[config.mk]
export PLATFORM = sky130hd
export DESIGN_NAME = rvx_alu
export DESIGN_NICKNAME = d
export VERILOG_FILES = /design/src/rtl/rvx_alu_pkg.sv /design/src/rtl/rvx_alu_addsub.sv /design/src/rtl/rvx_alu_logic.sv /design/src/rtl/rvx_alu_shift.sv /design/src/rtl/rvx_alu.sv
export SDC_FILE = /design/constraint.sdc
export NUM_CORES = 1
export LEC_CHECK = 0
export ABC_AREA = 1
export CAP_MARGIN = 30
export CELL_PAD_IN_SITES_DETAIL_PLACEMENT = 2
export CELL_PAD_IN_SITES_GLOBAL_PLACEMENT = 2
export CORE_ASPECT_RATIO = 0.7
export CORE_MARGIN = 4
export CORE_UTILIZATION = 30
export DETAILED_ROUTE_END_ITERATION = 10
export DONT_BUFFER_PORTS = 1
export MAX_ROUTING_LAYER = met4
export PLACE_DENSITY = 0.85
export SYNTH_ARGS = -nofsm -noshare
export SYNTH_HDL_FRONTEND = slang
export SYNTH_HIERARCHICAL = 1
export SYNTH_SLANG_ARGS = --single-unit
[constraint.sdc]
create_clock -name vclk -period 8.03
set_clock_uncertainty 0.2 [all_clocks]
set_input_delay 1.2045 -clock vclk [all_inputs]
set_output_delay 1.2045 -clock vclk [all_outputs]
set_load 0.02 [all_outputs]
[src/rtl/rvx_alu_pkg.sv]
package rvx_alu_pkg;

    typedef enum logic [3:0] {
        OP_ADD  = 4'd0,
        OP_SUB  = 4'd1,
        OP_AND  = 4'd2,
        OP_OR   = 4'd3,
        OP_NOR  = 4'd4,
        OP_SLL  = 4'd5,
        OP_SRL  = 4'd6,
        OP_SLT  = 4'd7,
        OP_SLTU = 4'd8
    } alu_op_e;

    // Flags produced by the shared adder.
    typedef struct packed {
        logic carry;   // carry out of the top bit; for a - b, 1 means no borrow
        logic ovf;     // two's-complement overflow
        logic neg;     // top bit of the sum
    } arith_flags_t;

    // Decoded controls for one operation.
    typedef struct packed {
        logic invert_b;
        logic shift_right;
        logic valid;
    } op_ctrl_t;

    function automatic op_ctrl_t decode_op(input logic [3:0] code);
        op_ctrl_t c;
        c.invert_b    = (code == OP_SUB) || (code == OP_SLT) || (code == OP_SLTU);
        c.shift_right = (code == OP_SRL);
        c.valid       = (code <= OP_SLTU);
        return c;
    endfunction

    function automatic logic signed_less(input arith_flags_t f);
        return f.neg ^ f.ovf;
    endfunction

    function automatic logic unsigned_less(input arith_flags_t f);
        return ~f.carry;
    endfunction

endpackage

[src/rtl/rvx_alu_addsub.sv]
module rvx_alu_addsub
    import rvx_alu_pkg::*;
#(
    parameter int WIDTH = 32
) (
    input  logic [WIDTH-1:0] a,
    input  logic [WIDTH-1:0] b,
    input  logic             sub,
    output logic [WIDTH-1:0] sum,
    output arith_flags_t     flags
);
    localparam int EXT = WIDTH + 1;

    logic [WIDTH-1:0] b_eff;
    logic [EXT-1:0]   full;

    always_comb begin
        b_eff = b ^ {WIDTH{sub}};
        full  = {1'b0, a} + {1'b0, b_eff} + {{WIDTH{1'b0}}, sub};
        sum   = full[WIDTH-1:0];
        flags.carry = full[WIDTH];
        flags.neg   = full[WIDTH-1];
        flags.ovf   = (a[WIDTH-1] == b_eff[WIDTH-1]) && (full[WIDTH-1] != a[WIDTH-1]);
    end
endmodule

[src/rtl/rvx_alu_logic.sv]
module rvx_alu_logic #(
    parameter int WIDTH = 32
) (
    input  logic [WIDTH-1:0] a,
    input  logic [WIDTH-1:0] b,
    output logic [WIDTH-1:0] and_o,
    output logic [WIDTH-1:0] or_o,
    output logic [WIDTH-1:0] nor_o
);
    always_comb begin
        and_o = a & b;
        or_o  = a | b;
        nor_o = ~or_o;
    end
endmodule

[src/rtl/rvx_alu_shift.sv]
module rvx_alu_shift #(
    parameter int WIDTH = 32,
    localparam int SHW  = $clog2(WIDTH)
) (
    input  logic [WIDTH-1:0] din,
    input  logic [SHW-1:0]   amt,
    input  logic             right,
    output logic [WIDTH-1:0] dout
);
    logic [WIDTH-1:0] din_rev;
    logic [WIDTH-1:0] stage [SHW+1];
    logic [WIDTH-1:0] res_rev;

    // One left shifter serves both directions: a right shift mirrors the word before and after it.
    for (genvar i = 0; i < WIDTH; i++) begin : g_rev
        assign din_rev[i] = din[WIDTH-1-i];
        assign res_rev[i] = stage[SHW][WIDTH-1-i];
    end

    assign stage[0] = right ? din_rev : din;

    for (genvar s = 0; s < SHW; s++) begin : g_stage
        assign stage[s+1] = amt[s] ? (stage[s] << (1 << s)) : stage[s];
    end

    assign dout = right ? res_rev : stage[SHW];
endmodule

[src/rtl/rvx_alu.sv]
module rvx_alu
    import rvx_alu_pkg::*;
#(
    parameter int WIDTH = 32,
    localparam int SHW  = $clog2(WIDTH)
) (
    input  logic [WIDTH-1:0] opnd_a,
    input  logic [WIDTH-1:0] opnd_b,
    input  logic [SHW-1:0]   shamt,
    input  logic [3:0]       op_sel,
    output logic [WIDTH-1:0] result,
    output logic             zero
);
    op_ctrl_t         ctrl;
    logic [WIDTH-1:0] sum;
    arith_flags_t     flags;
    logic [WIDTH-1:0] and_v, or_v, nor_v, shift_v;

    assign ctrl = decode_op(op_sel);

    rvx_alu_addsub #(.WIDTH(WIDTH)) u_addsub (
        .a(opnd_a), .b(opnd_b), .sub(ctrl.invert_b), .sum(sum), .flags(flags)
    );

    rvx_alu_logic #(.WIDTH(WIDTH)) u_logic (
        .a(opnd_a), .b(opnd_b), .and_o(and_v), .or_o(or_v), .nor_o(nor_v)
    );

    rvx_alu_shift #(.WIDTH(WIDTH)) u_shift (
        .din(opnd_a), .amt(shamt), .right(ctrl.shift_right), .dout(shift_v)
    );

    always_comb begin
        result = '0;
        if (ctrl.valid) begin
            case (op_sel)
                OP_ADD, OP_SUB: result = sum;
                OP_AND:         result = and_v;
                OP_OR:          result = or_v;
                OP_NOR:         result = nor_v;
                OP_SLL, OP_SRL: result = shift_v;
                OP_SLT:         result = {{(WIDTH-1){1'b0}}, signed_less(flags)};
                OP_SLTU:        result = {{(WIDTH-1){1'b0}}, unsigned_less(flags)};
                default:        result = '0;
            endcase
        end
        zero = ~|result;
    end
endmodule

==> flow_metrics.py <==
metrics = {
    "route": {
        "drt-initial-drc-count": 922,
        "num_vias": 10400,
        "wirelength_um": 42600,
        "routed_via_density": 5.68,
        "postRouteAntennaNets": 0,
        "drt_first_pass_iters": 6,
        "drcViolationCount": 0,
        "wire_per_inst_um": 23.3,
    },
    "power_and_ir_drop": {
        "power_leakage_nw": 4.62,
        "ir_drop_v": 0.0000322,
        "powerDensity_mw_per_mm2": 87.8,
        "finalPower_w": 0.000686,
    },
    "clock_tree": {
        "holdBufCountCts": 0,
        "cts_setup_buffers": 0,
        "cts_resized": 0,
    },
    "synthesis": {
        "synth_area_per_cell_um2": 4.92,
        "ys_warn_count": 6,
        "syn_nets": 1667,
        "synth_cells": 1562,
        "yosys-top-cells-area": "nand2_1 24%, nand3_1 21%, inv_1 10%, nor2_1 8.9%, nand3_2 6.8%",
        "seq_area_frac_synth_pct": 0,
        "syn_area_mm2": 0.00769,
        "synth.top_cell.area_share_pct": 24.1,
        "yosysUniqueCellTypes": 35,
        "synth_area_leader_cell": "nand2_1",
    },
    "sta": {
        "fin_tns_setup_ps": 0,
        "rsz0062_at_grt": "no",
        "fin_crit_ps": 6980,
        "tightest_slew_ps": 959,
        "hold_viol": 0,
        "fmax_mhz": 143,
        "layout_setup_ws_ps": 1050,
        "setup_viol": 0,
        "final_max_slew_viol_count": 0,
        "relSlewSlack_pct": 36.0,
        "fin_crit_sh_pct": 86.9,
    },
    "critical_path": {
        "worst-path-max-fanout": 15,
        "cp_common_cell": "nand2_1",
        "slowest_stage": "fa_1",
        "worstPathCellList": "inv_2, nand2_1, o21ai_4, buf_4, xnor2_1, fa_1, o21ai_2, nand2_1, nand2_2, nand2_1, nand3_1, nand2_1, nand4_1, nand2_1, inv_1, nor2_1, nor2_1, nand2_1, nor2_1, nand2_1, nor2_1, nand2_1, nor2_1",
        "crit_type": "input pin to output pin",
        "start_kind": "input pin",
        "required_ps": 6630,
        "critPathTopFamily": "simple AND/OR/NAND/NOR gates",
        "cp_slowest_stage_delay_ps": 470,
        "path_buf_inv": 3,
        "crit_arrival_ps": 5570,
        "end_kind": "output pin",
    },
    "global_route": {
        "globalRouteTotalUtil_pct": 29.8,
        "grt_max_degree": 44,
        "grt_pass1_wl_um": 64200,
        "overflow": 0,
        "antenna_found_initial": 0,
        "grt_pass1_vias": 10600,
    },
    "cells_and_area": {
        "drive_gt1_share_pct": 7.97,
        "stdcell_area_mm2": 0.00781,
        "ff_latch_area_um2": 0,
        "n_antenna_cell": 0,
        "area_growth_pct": 1.53,
        "clockBufferCount": 0,
        "num-nets-final": 1612,
        "final_core_util_pct": 31.3,
        "seq_cells": 0,
    },
    "worst_hold_path": {
        "min_from": "opnd_a[31]",
        "hold_path_depth": 5,
        "whs_endpoint": "result[31]",
        "hold_path.class": "input pin to output pin",
    },
    "floorplanning": {
        "die_x_um": 199,
        "rows": 48,
        "die_h_um": 142,
        "core_area_mm2": 0.0249,
        "die_area_mm2": 0.0283,
        "start_util_pct": 30.9,
        "ios": 106,
    },
    "place": {
        "place_area_mm2": 0.00781,
        "place_ws_ps": 1160,
        "portBuffers": 0,
        "gp_congestion": 0.942,
        "dpl.hpwl_um": 35800,
    },
    "status": {
        "outcome": "finished, final reports clean",
    },
    "flow_run": {
        "max_cap_violations": 0,
    },
}
==> metal layers <==
metal	vias up	part of all wire, %	GRT usage [%]
li1	4840	-	-
met1	5131	47	42.3
met2	400	42	44.3
met3	27	10	7.48
met4	0	1.2	3.00
met5	-	0	-
==> report_power, final <==
part / internal [W] / leakage, nW / switching, W
Sequential: 0 / 0 / 0
Clock: 0 / 0 / 0
Combinational: 0.000197 / 4.62 / 0.000488
Total: 0.000197 / 4.62 / 0.000488
==> Yosys cell counts, drive strengths merged, types with 3 or more instances <==
library cell  number
o21bai             5
inv              214
o21ai             18
clkbuf            12
ha                31
xnor2              3
nor2             186
a21oi             34
nand4             23
a21o               4
nor3               4
nand2            527
buf               58
and2               4
nand3            381
xor2              49
==> worst max path at each step <==
| stage | from | end | cells after the start |
|---|---|---|---|
| CTS | op_sel[1] | zero | 25 |
| global route | op_sel[3] | zero | 32 |
| global placement | op_sel[3] | zero | 27 |
| detailed placement | op_sel[1] | zero | 25 |
| finish | op_sel[1] | zero | 23 |
| floorplan | op_sel[3] | zero | 30 |
==> metrics by stage <==
stage	hold WS (ps)	cells
floorplan	2490	1562
global placement	2520	1828
detailed placement	2540	1830
CTS	2540	1830
global route	2590	1830
finish	2530	1830
==> placed cells by master (no fill, tap or decap), types with 3 or more instances in the layout <==
cell	count
nand3_1	329
nor2_2	4
xor2_1	49
nand2_2	23
buf_4	11
a21oi_1	32
o21ai_0	15
a21o_1	4
nor2_1	180
ha_1	31
nand2_4	10
inv_2	7
xnor2_1	3
o21bai_1	5
nand4_1	23
nor3_1	3
nand2_1	494
inv_1	207
nand3_2	52
==> layout make-up <==
cell class	count	area (um^2)
fillers	3412	17100
repair buffers	13	125
inverters	216	811
well taps	325	407
multi-input cells	1276	6460
==> kinds of logic after synthesis <==
| family | synth area share (%) |
|---|---|
| simple gates | 67.7 |
| buf+inv | 16.3 |
| xor+xnor | 5.92 |
| fa+ha+maj | 5.30 |
| compound gates | 4.83 |
(Power assumes the default switching activity.)
